**src/rtl/wdog_pkg.sv**
```systemverilog
package wdog_pkg;
  localparam int unsigned DW    = 8;
  localparam int unsigned AW    = 2;
  localparam int unsigned SEL_W = 3;

  localparam logic [AW-1:0] ADR_CTRL   = 2'd0;
  localparam logic [AW-1:0] ADR_RELOAD = 2'd1;
  localparam logic [AW-1:0] ADR_KEY1   = 2'd2;
  localparam logic [AW-1:0] ADR_KEY2   = 2'd3;

  localparam logic [DW-1:0] KEY_FIRST  = 8'hA5;
  localparam logic [DW-1:0] KEY_SECOND = 8'h5A;

  localparam int unsigned SEL_LSB  = 5;
  localparam int unsigned RUN_BIT  = 2;
  localparam int unsigned FLAG_BIT = 1;
endpackage

```
**src/rtl/wdog_presc.sv**
```systemverilog
module wdog_presc #(
  parameter int unsigned BASE  = 4,
  parameter int unsigned SEL_W = 3
) (
  input  logic             clk,
  input  logic             rst_n,
  input  logic             run,
  input  logic             clr,
  input  logic [SEL_W-1:0] sel,
  output logic             tick
);
  localparam int unsigned PW = BASE + (1 << SEL_W) - 1;

  logic [PW-1:0] pc_q, pc_d;
  logic [PW:0]   lim;

  always_comb begin
    lim  = ({{PW{1'b0}}, 1'b1} << (BASE + int'(sel))) - {{PW{1'b0}}, 1'b1};
    tick = run && ({1'b0, pc_q} >= lim);
    if (clr)       pc_d = '0;
    else if (!run) pc_d = pc_q;
    else if (tick) pc_d = '0;
    else           pc_d = pc_q + PW'(1);
  end

  always_ff @(posedge clk or negedge rst_n) begin
    if (!rst_n) pc_q <= '0;
    else        pc_q <= pc_d;
  end
endmodule

```
**src/rtl/wdog_feed.sv**
```systemverilog
module wdog_feed
  import wdog_pkg::*;
(
  input  logic          clk,
  input  logic          rst_n,
  input  logic          acc,
  input  logic          we,
  input  logic [AW-1:0] addr,
  input  logic [DW-1:0] wdata,
  output logic          feed_ok
);
  logic armed_q, armed_d;
  logic first_wr, second_wr;

  always_comb begin
    first_wr  = we && (addr == ADR_KEY1) && (wdata == KEY_FIRST);
    second_wr = we && (addr == ADR_KEY2) && (wdata == KEY_SECOND);
    feed_ok   = armed_q && second_wr;
    armed_d   = acc ? first_wr : armed_q;
  end

  always_ff @(posedge clk or negedge rst_n) begin
    if (!rst_n) armed_q <= 1'b0;
    else        armed_q <= armed_d;
  end
endmodule

```
**src/rtl/wdog_cnt.sv**
```systemverilog
module wdog_cnt #(
  parameter int unsigned   W       = 8,
  parameter logic [W-1:0]  RST_VAL = '1
) (
  input  logic         clk,
  input  logic         rst_n,
  input  logic         tick,
  input  logic         feed,
  input  logic [W-1:0] reload,
  output logic [W-1:0] cnt,
  output logic         uf
);
  logic [W-1:0] cnt_q, cnt_d;

  always_comb begin
    uf = tick && !feed && (cnt_q == '0);
    if (feed)      cnt_d = reload;
    else if (uf)   cnt_d = reload;
    else if (tick) cnt_d = cnt_q - W'(1);
    else           cnt_d = cnt_q;
  end

  always_ff @(posedge clk or negedge rst_n) begin
    if (!rst_n) cnt_q <= RST_VAL;
    else        cnt_q <= cnt_d;
  end

  assign cnt = cnt_q;
endmodule

```
**src/rtl/wdog_pulse.sv**
```systemverilog
module wdog_pulse #(
  parameter int unsigned LEN = 4
) (
  input  logic clk,
  input  logic rst_n,
  input  logic trig,
  output logic pulse
);
  localparam int unsigned CW = $clog2(LEN + 1);

  logic [CW-1:0] left_q, left_d;

  always_comb begin
    if (trig)              left_d = CW'(LEN);
    else if (left_q != '0) left_d = left_q - CW'(1);
    else                   left_d = left_q;
  end

  always_ff @(posedge clk or negedge rst_n) begin
    if (!rst_n) left_q <= '0;
    else        left_q <= left_d;
  end

  assign pulse = (left_q != '0);
endmodule

```
**src/rtl/wdog_core.sv**
```systemverilog
module wdog_core
  import wdog_pkg::*;
#(
  parameter int unsigned    PRESC_BASE = 4,
  parameter int unsigned    RST_LEN    = 4,
  parameter logic [7:0]     RELOAD_RST = 8'hFF
) (
  input  logic       clk,
  input  logic       rst_n,
  input  logic       reg_we,
  input  logic       reg_re,
  input  logic [1:0] reg_addr,
  input  logic [7:0] reg_wdata,
  output logic [7:0] reg_rdata,
  output logic       wd_reset
);
  logic [SEL_W-1:0] sel_q, sel_d;
  logic             run_q, run_d;
  logic             flag_q, flag_d;
  logic [DW-1:0]    reload_q, reload_d;
  logic             wr_ctrl, wr_reload;
  logic             tick_w, feed_ok_w, uf_w;
  logic [DW-1:0]    cnt_w;

  always_comb begin
    wr_ctrl   = reg_we && (reg_addr == ADR_CTRL);
    wr_reload = reg_we && (reg_addr == ADR_RELOAD);
    sel_d     = wr_ctrl   ? reg_wdata[SEL_LSB +: SEL_W] : sel_q;
    run_d     = wr_ctrl   ? reg_wdata[RUN_BIT]          : run_q;
    reload_d  = wr_reload ? reg_wdata                   : reload_q;
    if (uf_w)                             flag_d = 1'b1;
    else if (wr_ctrl && !reg_wdata[FLAG_BIT]) flag_d = 1'b0;
    else                                  flag_d = flag_q;
  end

  always_ff @(posedge clk or negedge rst_n) begin
    if (!rst_n) begin
      sel_q    <= '1;
      run_q    <= 1'b1;
      flag_q   <= 1'b0;
      reload_q <= RELOAD_RST;
    end else begin
      sel_q    <= sel_d;
      run_q    <= run_d;
      flag_q   <= flag_d;
      reload_q <= reload_d;
    end
  end

  wdog_presc #(.BASE(PRESC_BASE), .SEL_W(SEL_W)) u_presc (
    .clk(clk), .rst_n(rst_n), .run(run_q), .clr(feed_ok_w),
    .sel(sel_q), .tick(tick_w)
  );

  wdog_feed u_feed (
    .clk(clk), .rst_n(rst_n), .acc(reg_we || reg_re), .we(reg_we),
    .addr(reg_addr), .wdata(reg_wdata), .feed_ok(feed_ok_w)
  );

  wdog_cnt #(.W(DW), .RST_VAL(RELOAD_RST)) u_cnt (
    .clk(clk), .rst_n(rst_n), .tick(tick_w), .feed(feed_ok_w),
    .reload(reload_q), .cnt(cnt_w), .uf(uf_w)
  );

  wdog_pulse #(.LEN(RST_LEN)) u_pulse (
    .clk(clk), .rst_n(rst_n), .trig(uf_w), .pulse(wd_reset)
  );

  always_comb begin
    unique case (reg_addr)
      ADR_CTRL:   reg_rdata = {sel_q, 2'b00, run_q, flag_q, 1'b0};
      ADR_RELOAD: reg_rdata = reload_q;
      ADR_KEY1:   reg_rdata = cnt_w;
      default:    reg_rdata = 8'h00;
    endcase
  end
endmodule

```
**config.mk**
```make
export PLATFORM = sky130hd
export DESIGN_NAME = wdog_core
export DESIGN_NICKNAME = d
export VERILOG_FILES = /design/src/rtl/wdog_pkg.sv /design/src/rtl/wdog_presc.sv /design/src/rtl/wdog_feed.sv /design/src/rtl/wdog_cnt.sv /design/src/rtl/wdog_pulse.sv /design/src/rtl/wdog_core.sv
export SDC_FILE = /design/constraint.sdc
export NUM_CORES = 1
export LEC_CHECK = 0
export ABC_CLOCK_PERIOD_IN_PS = 4350
export BUFFER_PORTS_ARGS = -buffer_cell sky130_fd_sc_hd__buf_2
export CAP_MARGIN = 20
export CORE_ASPECT_RATIO = 0.9
export CORE_MARGIN = 2
export CORE_UTILIZATION = 60
export CTS_CLUSTER_DIAMETER = 50
export DETAILED_ROUTE_END_ITERATION = 8
export PLACE_DENSITY = 0.9
export SYNTH_ARGS = -nofsm -noshare
export SYNTH_HDL_FRONTEND = slang
export SYNTH_SLANG_ARGS = --single-unit
```
**constraint.sdc**
```tcl
create_clock -name clk -period 4.35 [get_ports clk]
set_clock_uncertainty 0.15 [all_clocks]
set_input_delay 0.87 -clock clk [delete_from_list [all_inputs] [get_ports clk]]
set_output_delay 0.87 -clock clk [all_outputs]
set_load 0.05 [all_outputs]
```
# After elaboration in Yosys (flattened, before gate mapping)
# Cells that the tools add are included.
[word_totals]
register_bits = 36
input_bits = 14
output_inout_bits = 9
elab_cells = 52
[op_classes]
n_addsub = 5
magnitude_cmp = 1
eq_ne = 5
shift = 1
muxes = 11
reduce_logical = 21
[ops]
columns = ["cell", "count"]
rows = [
  ["11-bit 2-to-1 mux", 3],
  ["1-bit by 32-bit left shift with 12-bit output, first input constant", 1],
  ["8-bit 2-to-1 mux", 3],
  ["8-bit case mux with 3 select lines", 1],
  ["11-bit by 12-bit >= comparator with 1-bit output", 1],
  ["12-bit by 1-bit subtractor with 12-bit output, second input constant", 1],
  ["11-bit by 1-bit adder with 11-bit output, second input constant", 1],
  ["1-bit logical AND", 11],
  ["8-bit by 7-bit equality test with 1-bit output, second input constant", 1],
  ["8-bit equality test, second input constant", 1],
  ["8-bit zero test", 1],
  ["8-bit by 1-bit subtractor with 8-bit output, second input constant", 1],
  ["3-bit 2-to-1 mux", 2],
  ["2-bit nonzero test", 3],
  ["3-bit nonzero test", 2],
  ["3-bit by 3-bit adder with 4-bit output, first input constant", 1],
  ["2-bit equality test, second input constant", 2],
  ["3-bit by 1-bit subtractor with 3-bit output, second input constant", 1],
  ["2-bit by 1-bit equality test with 1-bit output, second input constant", 1],
  ["1-bit zero test", 2],
  ["2-bit zero test", 1],
  ["1-bit 2-to-1 mux", 2],
  ["1-bit logical OR", 1],
]

# Logic depth before layout (Yosys ltp)
# Gate-level depths: netlist of the first run.
[depth]
word_depth = 9
depth_mapped = 10
ltp_nobuf = 8

# Hierarchy
# Synthesis of the first run repeated with hierarchy kept, for this count alone.
[hier_totals]
cells_unflattened = 248
area_unflattened_um2 = 2476.1
[by_module_without_submodules]
columns = ["mod", "instances", "cells_per_inst", "area_each_um2", "seq_area_each_um2"]
rows = [
  ["wdog_presc", 1, 106, 923.4, 275.3],
  ["wdog_core", 1, 49, 694.4, 340.3],
  ["wdog_cnt", 1, 66, 571.8, 210.2],
  ["wdog_pulse", 1, 16, 177.7, 75.1],
  ["wdog_feed", 1, 11, 108.9, 25.0],
]

# Least setup slack after synthesis of the first run
# Ideal clock, no wire load.
[synth_path]
path_kind = "input -> output"
from = "input reg_addr[1]"
to = "output reg_rdata[7]"
arrival_time_ps = 2252
t_required_ps = 3330
path_slack_ps = 1078
stages = 3
path_buffers = 1
cell_sequence = "buf_2 mux2i_1 o21ai_0"
[synth_via]
elab_chain_len = 2
word_cells_on_any_way = 4
cone_classes = "eq/ne (2); mux (1); reduce/logical (1)"
[synth_rtl]
columns = ["item", "line", "text"]
rows = [
  ["start: declaration", "wdog_core.sv:12", "input logic [1:0] reg_addr,"],
  ["2-bit equality test (tied with other cells)", "wdog_core.sv:70", "unique case (reg_addr)"],
  ["8-bit case mux with 3 select lines *", "wdog_core.sv:70", ""],
  ["end: declaration", "wdog_core.sv:14", "output logic [7:0] reg_rdata,"],
]
# Mark *: on every way between the ends. The rest lies on a longest branch, timed or not.

# Final worst setup path of the first run
# Same ends and word-level chain as after synthesis.

==> results of run 1 <==
[how the worst max path moves through the flow]
stage / from / end / depth (start not counted)
3_3_place_gp: reg_addr[0] / reg_rdata[7] / 5
2_1_floorplan: reg_addr[1] / reg_rdata[7] / 3
5_1_grt: reg_addr[0] / reg_rdata[1] / 5
6_report: reg_addr[1] / reg_rdata[7] / 5
4_1_cts: reg_addr[1] / reg_rdata[7] / 5
3_5_place_dp: reg_addr[1] / reg_rdata[7] / 5
[layout make-up]
| cell class | instances | area (um2) |
|---|---|---|
| tap | 46 | 57.6 |
| timing repair buffer | 22 | 110 |
| clock buffer | 8 | 90.1 |
| inverter | 9 | 33.8 |
| multi-input combinational | 176 | 1250 |
| fill | 295 | 1210 |
| sequential | 36 | 926 |
[sequential cells by signal (all words and copies together) (netlist names)]
register	cells
u_presc.pc_q	11
u_cnt.cnt	8
sel_q	3
flag_q	1
reload_q	8
run_q	1
u_pulse.left_q	3
u_feed.armed_q	1
[placed cells by master, fill, tap and decap left out, types with 9 or more instances in the layout]
master and n:
nand2_1 23, ha_1 13, o21ai_0 14, nor2_1 15
buf_2 22, a21oi_1 12, dfrtp_1 16, dfstp_2 20
mux2_2 10, nand3_1 9, inv_1 9
[through the flow]
stage / instances / hold slack [ns] / total power, W / util [%] / setup slack [ns]
3_5_place_dp: 289 / 0.350 / 0.000825 / 64.8 / 1.28
5_1_grt: 297 / 0.365 / 0.00113 / 67.2 / 1.14
3_3_place_gp: 289 / 0.341 / 0.000804 / 64.8 / 1.32
2_1_floorplan: 232 / 0.319 / 0.000737 / - / 1.08
6_report: 297 / 0.364 / 0.00107 / 67.2 / 1.24
4_1_cts: 297 / 0.359 / 0.00107 / 67.2 / 1.28
[report_power, final]
part	leakage [nW]	switching [W]	internal, W
Clock	0.0455	0.000116	0.000129
Combinational	0.669	0.000183	0.000128
Sequential	0.421	0.0000900	0.000425
[synth_stat cells, drive strengths merged, types with 3 or more instances]
master / count
nand2: 23
dfstp: 20
dfrtp: 16
a21oi: 15
nor2: 15
o21ai: 15
ha: 13
mux2: 10
inv: 9
nand3: 9
mux2i: 7
xor2: 7
buf: 6
nand4: 6
and3: 5
clkbuf: 5
a21o: 3
a22o: 3
nor3: 3
nor4bb: 3
[logic make-up after synthesis]
group	after synthesis	share of synthesized area, %
AO/OA/AOI/OAI	55	16.9
AND/OR/NAND/NOR	81	19.4
flip-flops	36	40.7
multiplexers	17	8.03
adder cells (fa/ha/maj)	13	7.15
buffers and inverters	20	4.18
XOR/XNOR	9	3.46
other	1	0.165
[metal layers]
metal | global-route usage (%) | wire length, um | vias to the layer above
li1 | - | - | 882
met1 | 39.1 | 2280 | 890
met2 | 39.8 | 2340 | 59
met3 | 6.13 | 313 | 11
met4 | 7.35 | 80 | 0
met5 | 0 | 0 | -
==> metrics.txt, run 1 <==
Worst Path Required=3.33 ns; worst-case clock buffer depth=2; n_diodes=0; Crit Path Max Fanout=9; Final Setup Violations=0; Worst R2R End=u_cnt.cnt[6]; wire per inst=16.9 um; r2r setup slk=1.70 ns; vias in the first global route=1814; RePlAce Congestion=0.830; Worst VDD drop=0.283 mV; Post-synth ARST share=100%; I/O Buffers=22; CTS Sinks=36; total number of vias=1842; endpoint of the worst hold path=u_cnt.cnt[4]; placed cell area=2380 um2; slew margin rel.=48.1%; ordered cell list for the critical path=buf_2, nor2b_1, nand2_1, o21ai_0, buf_2; mapped cell area=2280 um2; FF+latch count, synth=36; routed vias/inst=6.20; initial detailed-routing violation count=181; Clock Latency Late Sink=0.29 ns; synth top area cells=dfstp_2 (23%), dfrtp_1 (18%), ha_1 (7.1%), mux2_2 (4.9%), nand2_1 (3.8%); largest net degree at the start of global routing=37; Min-Delay Path Depth=1; drt drc=0; hold bufs inserted after CTS=0; Ys Warns=0; largest stage delay on the critical path=0.48 ns; share of cells above drive strength 1=28.7%; die width=68.9 um; initial antenna violation count=0; ANT nets after route=0; Starting Density=61.9%; gr ovfl total=0; Worst Hold Class=flip-flop to flip-flop; CP Capture Type=output pin; Tightest Pin Transition=0.779 ns; shortest period the worst path allows=3.11 ns; Pleak=1.14 nW; setup TNS=0 ns; core area=3680 um2; TritonCTS clock tree=built; Root Driver=clkbuf_8; aggregate routed wire length=5.01 mm; top-area cell type share of the netlist area=23.1%; height of the die=62.4 um; synthesized area per cell=9.81 um2; H-tree levels=2; fin crit share=71.4%; status=complete, no violations; most used cell, CP=buf_2; clk slew on worst S/H paths=0.07 ns; EDFF count, synth=0; Worst R2R Start=sel_q[2]; GRT Resource Usage Total=26.7%; die area=4300 um2; Finished Cell Area=2470 um2; I/O Pins=23; Power per Cell Area=433 nW/um2; Synth cell types=54; HP Start=reload_q[4]; setup bufs post-CTS=0; HPWL Detailed=3.61 mm; FMAX=0.322 GHz; Nets=277; WP data arrival=2.09 ns; largest delay contributor family on the critical path=simple AND/OR/NAND/NOR gates; leading area contributor after synthesis=dfstp_2; Synth-to-Final Area Change=8.63%; CP Class=input port to output pin; CTS resizes=0; crit start category=input port; First-pass DRT Iterations=4; top_reg_cell synth=dfstp_2; count of final hold-check violations=0; row count=21; slowest CP cell=nor2b_1; CTS Buf Count=5; Slew Viols, Final=0; Mapped Cells=232; Net Count, Synth=259; register area share after synthesis=40.7%; Reg2Reg Depth=8; RSZ-0062 raised after global routing=false; WP buf/inv=2; first-pass GRT wire length=8.60 mm; max_cap viols=0
Note: power is estimated with default switching activity, not from simulation.
==> run 2, diff against run 1 <==
- ABC_AREA: not set -> 1
- ABC_CLOCK_PERIOD_IN_PS: 4350 -> 3200
- CORE_UTILIZATION: 60 -> 59
- PLACE_DENSITY: 0.9 -> 0.88
- clock period: 4.35 -> 3.2 ns (I/O delays scaled with it)
==> run 2 against run 1 <==
  * Global-route usage fell by 1.2 points
  * Wire length rose by 6.6%
  * Via count rose by 18%
  * Total power rose by 88%
  * Sequential power rose by 54%
  * Core utilization fell by 1.4 points
  * Critical path type unchanged
  * Count of clock-buffer cells in the layout fell by 2
==> metrics.txt, run 2 <==
row count=22 (+4.8%); Synth-to-Final Area Change=8.86%; commonest non-fill, non-tap cell in the layout=nand2_1; Worst Hold Class=input port to asynchronous set/reset pin; CP Capture Type=output pin; register area share after synthesis=38.4% (-2.3 points); total number of vias=2176 (+18%); FF+latch count, synth=36 (unchanged); share of cells above drive strength 1=17.4% (-11 points); Clock Latency Late Sink=0.30 ns (about the same); initial antenna violation count=0 (unchanged); HPWL Detailed=3.96 mm (+9.9%); PnR Total Power=0.00201 W (+88%); CTS resizes=0 (unchanged); count of final hold-check violations=0 (unchanged); Compound-Gate Fraction of Synth Area=9.49% (-7.4 points); n_diodes=0 (unchanged); Reg2Reg Depth=10 (+2); hold bufs inserted after CTS=0 (unchanged); max_cap viols=0 (unchanged); commonest non-fill, non-tap cells in the layout=nand2_1 (82), inv_1 (47), nand3_1 (32); slew margin rel.=47.3% (-0.76 points); top_reg_cell synth=dfstp_2; WP data arrival=1.60 ns (-0.49 ns); EDFF count, synth=0 (unchanged); mux cell area share after synthesis=0% (-8.0 points); FMAX=0.418 GHz; Pleak=1.31 nW (+16%); Post-synth ARST share=100% (unchanged); RePlAce Congestion=0.944 (+14%); Nets=371 (+34%); combinational family with the most area after synthesis=simple AND/OR/NAND/NOR gates; core area=3990 um2 (+8.5%); Slew Viols, Final=0 (unchanged); gr ovfl total=0 (unchanged); Worst VDD drop=0.505 mV (+79%); r2r setup slk=0.83 ns (-0.87 ns); Synth cell types=32 (-41%); first-pass GRT wire length=9.14 mm (+6.3%); Power per Cell Area=766 nW/um2 (+77%); clk slew on worst S/H paths=0.07 ns (about the same); Tightest Pin Transition=0.790 ns (+0.0114 ns); worst hold slack=0.270 ns (-0.0941 ns); setup bufs post-CTS=0 (unchanged); Starting Density=60.5% (-1.4 points); H-tree levels=2 (unchanged); commonest cells in the netlist=nand2_1 (82), inv_1 (47), nand3_1 (32); routing usage on met2=38.9% (-0.89 points); TritonCTS clock tree=built; slowest CP cell=buf_2; setup TNS=0 ns (unchanged); I/O Pins=23 (unchanged); synthesized area per cell=7.50 um2 (-24%); Most flops, register=u_presc.pc_q; GRT Resource Usage Total=25.4% (-1.2 points); aggregate routed wire length=5.34 mm (+6.6%); CTS Sinks=36 (unchanged); largest net degree at the start of global routing=37 (unchanged); M3 GR Usage=4.04% (-2.1 points); vias in the first global route=1992 (+9.8%); leading area contributor after synthesis=dfstp_2; dpl cells=385 (+33%); height of the die=64.7 um (+3.6%); drt drc=0 (unchanged); status=complete, no violations; largest stage delay on the critical path=0.30 ns (-0.18 ns); Ys Warns=0 (unchanged); ANT nets after route=0 (unchanged); global route hottest layer=met2; max FFs per register=11 (unchanged); Mapped Cells=322 (+39%); mapped cell area=2410 um2 (+6.0%); Finished Layout Cells=393 (+32%); Root Driver=clkbuf_8; adder-cell share of the synthesized area=6.74% (-0.41 points); Synth Area in Simple Gates=31.3% (+12 points); Worst Path Required=2.41 ns (-0.92 ns); post-route core utilization=65.8% (-1.4 points); wire per inst=13.6 um (-19%); CP Class=input port to output pin; Crit Path Max Fanout=7 (-2); fin crit share=74.7%; CTS Buf Count=5 (unchanged); worst-case clock buffer depth=2 (unchanged); WP buf/inv=4 (+2); routed vias/inst=5.54 (-11%); die width=71.4 um (+3.6%); top-area cell type share of the netlist area=21.8% (-1.3 points); met1 usage=35.0% (-4.1 points); fill count=322 (+9.2%); Crit. path cell count=6 (+1); shortest period the worst path allows=2.39 ns; RSZ-0062 raised after global routing=false; initial detailed-routing violation count=205 (+13%); synth top area cells=dfstp_2 (22%), dfrtp_1 (17%), nand2_1 (13%), inv_1 (7.3%), ha_1 (6.7%); Final Setup Violations=0 (unchanged); most frequent cell after synthesis=nand2_1; Net Count, Synth=349 (+35%); I/O Buffers=22 (unchanged); ordered cell list for the critical path=buf_2, inv_1, nor2_1, inv_1, o221ai_1, buf_2; First-pass DRT Iterations=4 (unchanged); Synth Area in XOR/XNOR=3.99% (+0.53 points); die area=4620 um2 (+7.4%); crit start category=input port; largest delay contributor family on the critical path=buffers and inverters
## run 2: cell count changes after synthesis, sizes merged, moves of 7 or more
| cell | previous run | this run |
|---|---|---|
| a21oi | 15 | 6 |
| mux2 | 10 | 0 |
| mux2i | 7 | 0 |
| o21ai | 15 | 23 |
| nor2 | 15 | 23 |
| inv | 9 | 48 |
| nand2 | 23 | 86 |
| nand3 | 9 | 35 |
## run 2: per-layer routing
| metal | routed length, um | vias up |
|---|---|---|
| li1 | - | 1090 |
| met1 | 2490 | 998 |
| met2 | 2430 | 73 |
| met3 | 281 | 15 |
| met4 | 144 | 0 |
| met5 | 0 | - |
## run 2: power by group
group | total (W) | internal, W | switching, W
registers | 0.000795 | 0.000646 | 0.000149
clock network | 0.000342 | 0.000172 | 0.000170
logic | 0.000877 | 0.000328 | 0.000549
## run 2: worst paths after layout
kind                              startpoint          endpoint
worst min register to register  u_cnt.cnt[5]      u_cnt.cnt[5]
worst max register to register      sel_q[2]   u_presc.pc_q[6]
worst min-delay path                   rst_n   u_presc.pc_q[5]
worst max-delay path             reg_addr[0]      reg_rdata[1]
min in group clk                u_cnt.cnt[5]      u_cnt.cnt[5]
max in group asynchronous              rst_n  u_presc.pc_q[10]
## run 2: per-stage QoR
step / area, um2 / worst slack, ns
floorplan: 2410 / 0.474
global placement: 2530 / 0.900
detailed placement: 2530 / 0.812
CTS: 2630 / 0.810
global route: 2630 / 0.642
finish: 2630 / 0.809
## run 2: layout make-up
| class | instances | area [um2] | share of cell area, % |
|---|---|---|---|
| Clock buffer | 6 | 82.6 | 3.14 |
| Clock inverter | 2 | 10.0 | 0.381 |
| Inverter | 49 | 184 | 7.00 |
| Multi-Input combinational cell | 229 | 1250 | 47.5 |
| Sequential cell | 36 | 926 | 35.2 |
| Tap cell | 48 | 60.1 | 2.29 |
| Timing Repair Buffer | 23 | 118 | 4.48 |
## run 2: cells by family (layout without fill, tap and decap cells)
logic type	after synthesis	in the layout
AND/OR/NAND/NOR	164	164
buffers and inverters	57	80
AO/OA/AOI/OAI	40	40
flip-flops	36	36
adder cells (fa/ha/maj)	13	13
XOR/XNOR	11	11
other	1	1
